File: src/rtl/setclr_pkg.sv
package setclr_pkg;
  localparam int DW    = 32;
  localparam int OFS_W = 12;
  localparam int N_CTL = 4;
  localparam int N_STR = 2;
  localparam int N_EXT = 3;

  typedef logic [DW-1:0]    word_t;
  typedef logic [OFS_W-1:0] ofs_t;

  localparam ofs_t CLR_STEP  = 12'h004;
  localparam ofs_t PROT_STEP = 12'h008;

  localparam ofs_t CTL_SET_OFS [N_CTL] = '{12'h040, 12'h050, 12'h080, 12'h090};
  localparam word_t CTL_RST    [N_CTL] = '{32'hF7C3FED8, 32'hFFFFFFFC,
                                           32'hFFFF7F8A, 32'hFFF0FFF0};
  localparam ofs_t STR_SET_OFS [N_STR] = '{12'h500, 12'h510};
  localparam ofs_t EXT_OFS     [N_EXT] = '{12'h204, 12'h224, 12'h244};

  localparam ofs_t  OFS_KEY   = 12'h000;
  localparam ofs_t  OFS_REV   = 12'h004;
  localparam ofs_t  OFS_REV2  = 12'h014;
  localparam ofs_t  OFS_PLL   = 12'h200;
  localparam word_t PLL_RST   = 32'h1000405F;
  localparam ofs_t  OFS_RNG   = 12'h540;
  localparam ofs_t  OFS_ID_LO = 12'h5B0;
  localparam ofs_t  OFS_ID_HI = 12'h5B4;
endpackage

File: src/rtl/setclr_word.sv
module setclr_word
  import setclr_pkg::*;
#(
  parameter word_t RST = '0
) (
  input  logic  clk,
  input  logic  rst_n,
  input  logic  set_en,
  input  logic  clr_en,
  input  logic  guard,
  input  word_t wdata,
  output word_t q
);
  word_t q_d;
  logic  set_ok;
  logic  clr_ok;

  always_comb begin
    set_ok = set_en & ~guard;
    clr_ok = clr_en & ~guard;
    q_d    = q;
    if (set_ok) q_d = q | wdata;
    else if (clr_ok) q_d = q & ~wdata;
  end

  always_ff @(posedge clk or negedge rst_n) begin
    if (!rst_n) q <= RST;
    else if (set_ok | clr_ok) q <= q_d;
  end

  AST_SET_KEEPS_ONES: assert property (@(posedge clk) disable iff (!rst_n)
    (set_en && !guard) |=> ((q & $past(wdata)) == $past(wdata)));
  AST_CLR_DROPS: assert property (@(posedge clk) disable iff (!rst_n)
    (clr_en && !guard) |=> ((q & $past(wdata)) == '0));
  AST_GUARD_FREEZE: assert property (@(posedge clk) disable iff (!rst_n)
    (guard && (set_en || clr_en)) |=> $stable(q));
endmodule

File: src/rtl/setclr_plain.sv
module setclr_plain
  import setclr_pkg::*;
#(
  parameter word_t RST = '0
) (
  input  logic  clk,
  input  logic  rst_n,
  input  logic  we,
  input  word_t wdata,
  output word_t q
);
  word_t q_d;

  always_comb begin
    q_d = q;
    if (we) q_d = wdata;
  end

  always_ff @(posedge clk or negedge rst_n) begin
    if (!rst_n) q <= RST;
    else if (we) q <= q_d;
  end
endmodule

File: src/rtl/setclr_lfsr.sv
module setclr_lfsr
  import setclr_pkg::*;
#(
  parameter word_t SEED = 32'h1
) (
  input  logic  clk,
  input  logic  rst_n,
  input  logic  step,
  output word_t q
);
  word_t q_d;

  always_comb begin
    q_d = {q[DW-2:0], q[31] ^ q[21] ^ q[1] ^ q[0]};
  end

  always_ff @(posedge clk or negedge rst_n) begin
    if (!rst_n) q <= SEED;
    else if (step) q <= q_d;
  end
endmodule

File: src/rtl/setclr_regbank.sv
module setclr_regbank
  import setclr_pkg::*;
#(
  parameter int    ADDR_W       = 16,
  parameter word_t KEY_MAGIC    = 32'hC0DE5A17,
  parameter logic  KEY_INIT     = 1'b0,
  parameter word_t STRAP_A_INIT = 32'h00000000,
  parameter word_t STRAP_B_INIT = 32'h00000000,
  parameter word_t REV_ID       = 32'h05000303,
  parameter word_t REV2_ID      = 32'h05000303,
  parameter word_t CHIP_ID_LO   = 32'h1234ABCD,
  parameter word_t CHIP_ID_HI   = 32'h88884444,
  parameter word_t RNG_SEED     = 32'h2545F491
) (
  input  logic              clk,
  input  logic              rst_n,
  input  logic              bus_sel,
  input  logic              bus_wr,
  input  logic [ADDR_W-1:0] bus_addr,
  input  logic [31:0]       bus_wdata,
  output logic [31:0]       bus_rdata,
  output logic              lock_err,
  output logic              key_open,
  output logic [31:0]       rst_ctrl_a,
  output logic [31:0]       rst_ctrl_b,
  output logic [31:0]       clk_stop_a,
  output logic [31:0]       clk_stop_b,
  output logic [31:0]       strap_a,
  output logic [31:0]       strap_b
);
  localparam word_t LOCK_BIT = word_t'(1) << (DW - 1);

  // reset: asynchronous assert, synchronous release
  logic rs_meta, rs_n;
  always_ff @(posedge clk or negedge rst_n) begin
    if (!rst_n) begin
      rs_meta <= 1'b0;
      rs_n    <= 1'b0;
    end else begin
      rs_meta <= 1'b1;
      rs_n    <= rs_meta;
    end
  end

  // decode
  logic in_win, aligned, wr, rd;
  ofs_t ofs;
  always_comb begin
    in_win  = (bus_addr[ADDR_W-1:OFS_W] == '0);
    aligned = (bus_addr[1:0] == 2'b00);
    ofs     = bus_addr[OFS_W-1:0];
    wr      = bus_sel & bus_wr & in_win & aligned;
    rd      = bus_sel & ~bus_wr & in_win & aligned;
  end

  // key flag
  logic key_q, key_d, key_we;
  always_comb begin
    key_we = wr & (ofs == OFS_KEY);
    key_d  = key_q;
    if (key_we) key_d = (bus_wdata == KEY_MAGIC);
  end
  always_ff @(posedge clk or negedge rs_n) begin
    if (!rs_n) key_q <= KEY_INIT;
    else if (key_we) key_q <= key_d;
  end
  assign key_open = key_q;
  assign lock_err = wr & (ofs != OFS_KEY) & ~key_q;

  // set/clear control words
  word_t ctl_q [N_CTL];
  for (genvar g = 0; g < N_CTL; g++) begin : g_ctl
    setclr_word #(.RST(CTL_RST[g])) u_word (
      .clk   (clk),
      .rst_n (rs_n),
      .set_en(wr & (ofs == CTL_SET_OFS[g])),
      .clr_en(wr & (ofs == CTL_SET_OFS[g] + CLR_STEP)),
      .guard (1'b0),
      .wdata (bus_wdata),
      .q     (ctl_q[g])
    );
  end

  // guarded strap words and their protect words
  word_t str_q  [N_STR];
  word_t prot_q [N_STR];
  for (genvar g = 0; g < N_STR; g++) begin : g_str
    localparam word_t SRST = (g == 0) ? STRAP_A_INIT : STRAP_B_INIT;
    setclr_plain #(.RST('0)) u_prot (
      .clk  (clk),
      .rst_n(rs_n),
      .we   (wr & (ofs == STR_SET_OFS[g] + PROT_STEP)),
      .wdata(bus_wdata),
      .q    (prot_q[g])
    );
    setclr_word #(.RST(SRST)) u_word (
      .clk   (clk),
      .rst_n (rs_n),
      .set_en(wr & (ofs == STR_SET_OFS[g])),
      .clr_en(wr & (ofs == STR_SET_OFS[g] + CLR_STEP)),
      .guard (prot_q[g] != '0),
      .wdata (bus_wdata),
      .q     (str_q[g])
    );
  end

  // PLL words
  word_t pll_q;
  setclr_plain #(.RST(PLL_RST)) u_pll (
    .clk  (clk),
    .rst_n(rs_n),
    .we   (wr & (ofs == OFS_PLL)),
    .wdata(bus_wdata),
    .q    (pll_q)
  );
  word_t ext_q [N_EXT];
  for (genvar g = 0; g < N_EXT; g++) begin : g_ext
    setclr_plain #(.RST('0)) u_ext (
      .clk  (clk),
      .rst_n(rs_n),
      .we   (wr & (ofs == EXT_OFS[g])),
      .wdata(bus_wdata),
      .q    (ext_q[g])
    );
  end

  // random word
  word_t rng_q;
  setclr_lfsr #(.SEED(RNG_SEED)) u_rng (
    .clk  (clk),
    .rst_n(rs_n),
    .step (rd & (ofs == OFS_RNG)),
    .q    (rng_q)
  );

  // read mux
  word_t rd_mux;
  logic  ext_hit;
  always_comb begin
    rd_mux  = '0;
    ext_hit = 1'b0;
    if (ofs == OFS_KEY)   rd_mux = {{(DW-1){1'b0}}, key_q};
    if (ofs == OFS_REV)   rd_mux = REV_ID;
    if (ofs == OFS_REV2)  rd_mux = REV2_ID;
    if (ofs == OFS_PLL)   rd_mux = pll_q;
    if (ofs == OFS_RNG)   rd_mux = rng_q;
    if (ofs == OFS_ID_LO) rd_mux = CHIP_ID_LO;
    if (ofs == OFS_ID_HI) rd_mux = CHIP_ID_HI;
    for (int i = 0; i < N_CTL; i++) begin
      if (ofs == CTL_SET_OFS[i]) rd_mux = ctl_q[i];
    end
    for (int i = 0; i < N_STR; i++) begin
      if (ofs == STR_SET_OFS[i])             rd_mux = str_q[i];
      if (ofs == STR_SET_OFS[i] + PROT_STEP) rd_mux = prot_q[i];
    end
    for (int i = 0; i < N_EXT; i++) begin
      if (ofs == EXT_OFS[i]) begin
        rd_mux  = ext_q[i] | LOCK_BIT;
        ext_hit = 1'b1;
      end
    end
  end
  assign bus_rdata = rd ? rd_mux : '0;

  assign rst_ctrl_a = ctl_q[0];
  assign rst_ctrl_b = ctl_q[1];
  assign clk_stop_a = ctl_q[2];
  assign clk_stop_b = ctl_q[3];
  assign strap_a    = str_q[0];
  assign strap_b    = str_q[1];

  AST_PLL_LOCK_BIT: assert property (@(posedge clk) disable iff (!rs_n)
    (rd && ext_hit) |-> bus_rdata[31]);
  AST_OUT_OF_WINDOW: assert property (@(posedge clk) disable iff (!rs_n)
    (bus_sel && (!in_win || !aligned)) |-> (bus_rdata == '0 && !lock_err));
  AST_KEY_OPENS: assert property (@(posedge clk) disable iff (!rs_n)
    (wr && ofs == OFS_KEY && bus_wdata == KEY_MAGIC) |=> key_open);
  AST_RNG_WRITE_IGNORED: assert property (@(posedge clk) disable iff (!rs_n)
    (wr && ofs == OFS_RNG) |=> $stable(rng_q));
endmodule

File: config.mk
export PLATFORM = sky130hd
export DESIGN_NAME = setclr_regbank
export DESIGN_NICKNAME = d
export VERILOG_FILES = /design/src/rtl/setclr_pkg.sv /design/src/rtl/setclr_word.sv /design/src/rtl/setclr_plain.sv /design/src/rtl/setclr_lfsr.sv /design/src/rtl/setclr_regbank.sv
export SDC_FILE = /design/constraint.sdc
export NUM_CORES = 1
export LEC_CHECK = 0
export ABC_AREA = 1
export BUFFER_PORTS_ARGS = -buffer_cell sky130_fd_sc_hd__buf_2
export CAP_MARGIN = 20
export CORE_ASPECT_RATIO = 1.25
export CORE_MARGIN = 1
export CORE_UTILIZATION = 54
export DETAILED_ROUTE_END_ITERATION = 6
export GPL_TIMING_DRIVEN = 0
export PLACE_DENSITY = 0.78
export REMOVE_ABC_BUFFERS = 1
export SLEW_MARGIN = 20
export SYNTH_ARGS = -nofsm -noshare
export SYNTH_HDL_FRONTEND = slang
export SYNTH_HIERARCHICAL = 1
export SYNTH_SLANG_ARGS = --single-unit
export TNS_END_PERCENT = 1
File: constraint.sdc
create_clock -name clk -period 13.1 [get_ports clk]
set_input_delay 1.965 -clock clk [delete_from_list [all_inputs] [get_ports clk]]
set_output_delay 1.965 -clock clk [all_outputs]
set_load 0.03 [all_outputs]
== Yosys cells after proc, flatten, opt, wreduce, memory -nomap -nowiden ==
Cells that the tools add are included.

* Equality and inequality tests: 24
* Multiplexer cells: 31
* Bitwise logic cells: 58
* Reductions and logical operators: 18

{| class="wikitable"
|+ Operators by type and width
! cell !! number
|-
| 32-bit two-way mux || 28
|-
| 32-bit AND || 6
|-
| 32-bit OR || 6
|-
| 12-bit by 11-bit equality test with 1-bit output (second input constant) || 9
|-
| 32-bit nonzero test || 2
|-
| 27-bit two-way mux || 2
|-
| 12-bit by 10-bit equality test with 1-bit output (second input constant) || 4
|-
| 12-bit by 7-bit equality test with 1-bit output (second input constant) || 4
|-
| 12-bit by 8-bit equality test with 1-bit output (second input constant) || 4
|-
| 1-bit AND || 32
|-
| 32-bit equality test (second input constant) || 1
|-
| 32-bit inverter || 1
|-
| 12-bit by 3-bit equality test with 1-bit output (second input constant) || 1
|-
| 12-bit by 5-bit equality test with 1-bit output (second input constant) || 1
|-
| 12-bit logical NOT || 1
|-
| 2-bit AND reduction || 6
|-
| 12-bit nonzero test || 1
|-
| 2-bit nonzero test || 6
|-
| 1-bit OR || 6
|-
| 4-bit logical NOT || 1
|-
| 1-bit inverter || 4
|-
| 1-bit bitwise XOR || 3
|-
| 2-bit logical NOT || 1
|-
| 1-bit two-way mux || 1
|}

* Register bits: 416
* Bits of input ports: 52
* Output and inout port bits: 226
* Logic and storage cells: 147

== Logic depth before layout (Yosys ltp) ==
* Depth in word-level cells: 20
* Depth in mapped cells: 20

== Modules after synthesis ==
Netlist, hierarchy kept.

{| class="wikitable"
|+ By module, submodules not included
! module !! times used !! cells each !! area an instance (µm²) !! seq. area each (µm²)
|-
| setclr_plain (g_ext[0].u_ext ...) || 5 || 136 || 1292.5 || 800.8
|-
| setclr_regbank || 1 || 972 || 4586.9 || 75.1
|-
| setclr_word (g_str[0].u_word ...) || 2 || 172 || 1565.3 || 800.8
|-
| setclr_word (g_ctl[1].u_word) || 1 || 172 || 1602.8 || 838.3
|-
| setclr_word (g_ctl[2].u_word) || 1 || 172 || 1597.8 || 833.3
|-
| setclr_word (g_ctl[3].u_word) || 1 || 172 || 1595.3 || 830.8
|-
| setclr_word (g_ctl[0].u_word) || 1 || 172 || 1592.8 || 828.3
|-
| setclr_lfsr || 1 || 157 || 1492.7 || 818.3
|-
| setclr_plain (u_pll) || 1 || 136 || 1302.5 || 810.8
|}

== Least setup slack after synthesis ==
Ideal clock, no wire load.

* Path kind: input to output
* From: input bus_addr[1]
* To: output bus_rdata[5]
* Data arrival time: 3.667 ns
* Path slack: 7.468 ns
* Stages on the path: 16
* Path buffers: 1
* Cell sequence: nor2_2 nand2_4 nor2_8 nand2_2 inv_2 buf_4 nand2_1 nand3_1 o211ai_1 nand3_1 nand2_1 nand2_1 nand2_1 nand2_1 nand2_1 a21oi_1

* Cells in the longest elaborated chain, start to end: 18
* Elaborated cells between the ends (all ways): 35
* Those cells by class: 16 x eq/ne; 17 x mux; 1 x bitwise; 1 x reduce/logical

{| class="wikitable"
|+ Ends and longest elaborated chain
! what !! line !! RTL
|-
| from (decl) || setclr_regbank.sv:19 || <nowiki>input logic [ADDR_W-1:0] bus_addr,</nowiki>
|-
| 12-bit by 5-bit equality test with 1-bit output || setclr_regbank.sv:144 || <nowiki>if (ofs == OFS_REV2) rd_mux = REV2_ID;</nowiki>
|-
| 27-bit two-way mux || setclr_regbank.sv:144 ||
|-
| 32-bit two-way mux || setclr_regbank.sv:145 || <nowiki>if (ofs == OFS_PLL) rd_mux = pll_q;</nowiki>
|-
| 32-bit two-way mux || setclr_regbank.sv:146 || <nowiki>if (ofs == OFS_RNG) rd_mux = rng_q;</nowiki>
|-
| 32-bit two-way mux || setclr_regbank.sv:147 || <nowiki>if (ofs == OFS_ID_LO) rd_mux = CHIP_ID_LO;</nowiki>
|-
| 32-bit two-way mux || setclr_regbank.sv:148 || <nowiki>if (ofs == OFS_ID_HI) rd_mux = CHIP_ID_HI;</nowiki>
|-
| 32-bit two-way mux (4 in a row) || setclr_regbank.sv:150 || <nowiki>if (ofs == CTL_SET_OFS[i]) rd_mux = ctl_q[i];</nowiki>
|-
| 32-bit two-way mux || setclr_regbank.sv:153 || <nowiki>if (ofs == STR_SET_OFS[i]) rd_mux = str_q[i];</nowiki>
|-
| 32-bit two-way mux || setclr_regbank.sv:154 || <nowiki>if (ofs == STR_SET_OFS[i] + PROT_STEP) rd_mux = prot_q[i];</nowiki>
|-
| 32-bit two-way mux || setclr_regbank.sv:153 ||
|-
| 32-bit two-way mux || setclr_regbank.sv:154 ||
|-
| 32-bit two-way mux (3 in a row) || setclr_regbank.sv:157 || <nowiki>if (ofs == EXT_OFS[i]) begin</nowiki>
|-
| 32-bit two-way mux (*) || setclr_regbank.sv:163 || <nowiki>assign bus_rdata = rd ? rd_mux : '0;</nowiki>
|-
| to (decl) || setclr_regbank.sv:21 || <nowiki>output logic [31:0] bus_rdata,</nowiki>
|}

Every way passes the cells marked *; elsewhere a longest branch is shown, timed or not.

== Worst setup path in the final report ==
* From: input bus_addr[10]
* To: output bus_rdata[30]

* Cells in the longest elaborated chain, start to end: 17
* Elaborated cells between the ends (all ways): 31
* Those cells by class: 15 x eq/ne; 16 x mux

{| class="wikitable"
|+ Ends and longest elaborated chain
! what !! line
|-
| 12-bit by 10-bit equality test with 1-bit output || setclr_regbank.sv:145
|-
| 32-bit two-way mux || setclr_regbank.sv:145
|-
| 32-bit two-way mux || setclr_regbank.sv:146
|-
| 32-bit two-way mux || setclr_regbank.sv:147
|-
| 32-bit two-way mux || setclr_regbank.sv:148
|-
| 32-bit two-way mux (4 in a row) || setclr_regbank.sv:150
|-
| 32-bit two-way mux || setclr_regbank.sv:153
|-
| 32-bit two-way mux || setclr_regbank.sv:154
|-
| 32-bit two-way mux || setclr_regbank.sv:153
|-
| 32-bit two-way mux || setclr_regbank.sv:154
|-
| 32-bit two-way mux (2 in a row) || setclr_regbank.sv:157
|-
| 32-bit two-way mux (*) || setclr_regbank.sv:157
|-
| 32-bit two-way mux (*) || setclr_regbank.sv:163
|}

Marks and branches as above.

==> qor.yml <==
mostFrequentLayoutCells: "1472 x nand2_1, 291 x dfrtp_1, 277 x buf_2, 164 x nand3_2, 124 x dfstp_2"
synthCells: 2965
port_buffers: 277
worstSkewPairLatency_ns: 0.57
cts-resized-gates: 0
hold_start: "rs_meta$_DFF_PN0_"
cap_violations: 0
rows: 84
slew_headroom_pct: 30.4
hold_path_depth: 0
first_pass_iters: 6
setup_viol: 0
critPathRequiredTime_ns: 11.14
fmax_ghz: 0.138
period_minus_slack_ns: 7.23
cts_root_buf: "clkbuf_16"
drive_gt1_share_pct: 25.5
r2r-start: "g_str[1].u_prot/q[0]$_DFFE_PN0P_"
grtUsageMet1_pct: 43.5
grt_busiest_layer: "met2"
ff2ff_path_depth: 6
cpPeakStageDelay_ns: 0.63
gp_congestion: 0.961
vdd_drop_max_uv: 96.1
track_usage_pct: 35.2
num_vias: 21500
die-area_um2: 43900
wl_per_cell_um: 21.1
rsz0062_at_grt: "false"
slowest_stage: "nor2_2"
postCtsSetupBuffers: 0
met3_usage_pct: 5.91
drt_wl_total_um: 78600
final_common_cell: "nand2_1"
end_kind: "primary output"
htreeDepth: 2
drc: 0
critPathKind: "input port to primary output"
hold_viol_final: 0
crit_chain: "buf_2 -> inv_1 -> nand2_1 -> nor2_2 -> inv_2 -> nor2_2 -> inv_2 -> nor2_4 -> inv_2 -> nand3_1 -> inv_1 -> a21oi_1 -> buf_2"
post-route-util_pct: 61.0
use_met2_pct: 58.2
min_path_type: "register to register"
yosysWarningCount: 6
post-dp-hpwl_um: 54000
nets: 3187
power.leakage_nw: 13.1
critPathLaunchType: "input port"
area_growth_pct: 10.8
hold_buffers: 0
synth.avg_cell_area_um2: 7.84
postRouteAntennaNets: 0
die-width_um: 188
clockBufferDepth: 3
run_status: "finished, final reports clean"
worstHoldEndpoint: "rs_n$_DFF_PN0_"
initial_core_util_pct: 55.0
cts.sinks: 416
rrSetupSlack_ns: 10.10
tns_ns: 0
grt-ovfl-total: 0
grt_pass1_vias: 20300
powerDensity_nw_per_um2: 99.8
grt_pass1_wl_um: 118000
io_pins: 278
die_y_um: 234
cts_tree: "yes"
grt_max_degree: 58
drt-initial-drc-count: 2202
worstPathArrival_ns: 5.26
maxSlewViolCount: 0
cp_max_fo: 39
finClkSkew_ns: 0.0190
netlist_area_um2: 23300
crit_top_cell: "inv_2"
cts_buffers: 42
worst_slew_pin_slew_ns: 1.04
antenna_found_initial: 3
power_mw: 2.57
viasPerCell: 5.78
core_area_um2: 42300
post-route-period-util_pct: 55.2
cts.clk_slew.worst_paths_ns: 0.06
-- worst max-delay path by stage --
stage                         from                                to  cells past startpoint
finish                bus_addr[10]                     bus_rdata[30]                     13
CTS                   bus_addr[10]                     bus_rdata[30]                     13
detailed placement    bus_addr[10]                     bus_rdata[29]                     13
floorplan           rs_n$_DFF_PN0_                         async pin                      0
global route          bus_addr[10]                     bus_rdata[30]                     13
global placement    rs_n$_DFF_PN0_  g_ext[2].u_ext/q[16]$_DFFE_PN0P_                      0
-- worst max-delay path: cells and delay by family --
| kind | cells | cell delay (ns) |
|---|---|---|
| and+or+nand+nor | 5 | 1.74 |
| AOI/OAI and AO/OA | 1 | 0.29 |
| buffers and inverters | 7 | 1.21 |
-- per-stage QoR --
stage | hold WS, ns | setup WS [ns] | instance area [um2] | std cells
finish | 0.352 | 5.87 | 25800 | 3728
floorplan | 0.331 | 0.864 | 21600 | 2787
detailed placement | 0.341 | 6.03 | 24500 | 3650
global placement | 0.336 | -3.77 | 23700 | 3623
CTS | 0.355 | 6.01 | 25800 | 3725
global route | 0.378 | 5.72 | 25800 | 3727
-- cell type report --
type | instances | area, um2
diodes | 3 | 7.51
fillers | 3751 | 16500
clock inverters | 10 | 56.3
well taps | 559 | 699
flip-flops and latches | 416 | 10600
repair buffers | 304 | 2030
multi-input cells | 2232 | 10600
clock buffers | 65 | 1250
inverters | 139 | 567
-- metal layers --
layer / share of wire (%) / wire (um)
met5: 0.013 / 10
met2: 48 / 37800
met4: 6.3 / 4990
met1: 37 / 29000
met3: 8.8 / 6900
-- report_power, final --
group          switching (mW)  internal [mW]  leakage [nW]  total [mW]
combinational          0.0921         0.0160          7.18       0.108
clock                   0.517          0.656         0.646        1.17
sequential            0.00305           1.29          5.31        1.29
(Power assumes the default switching activity.)
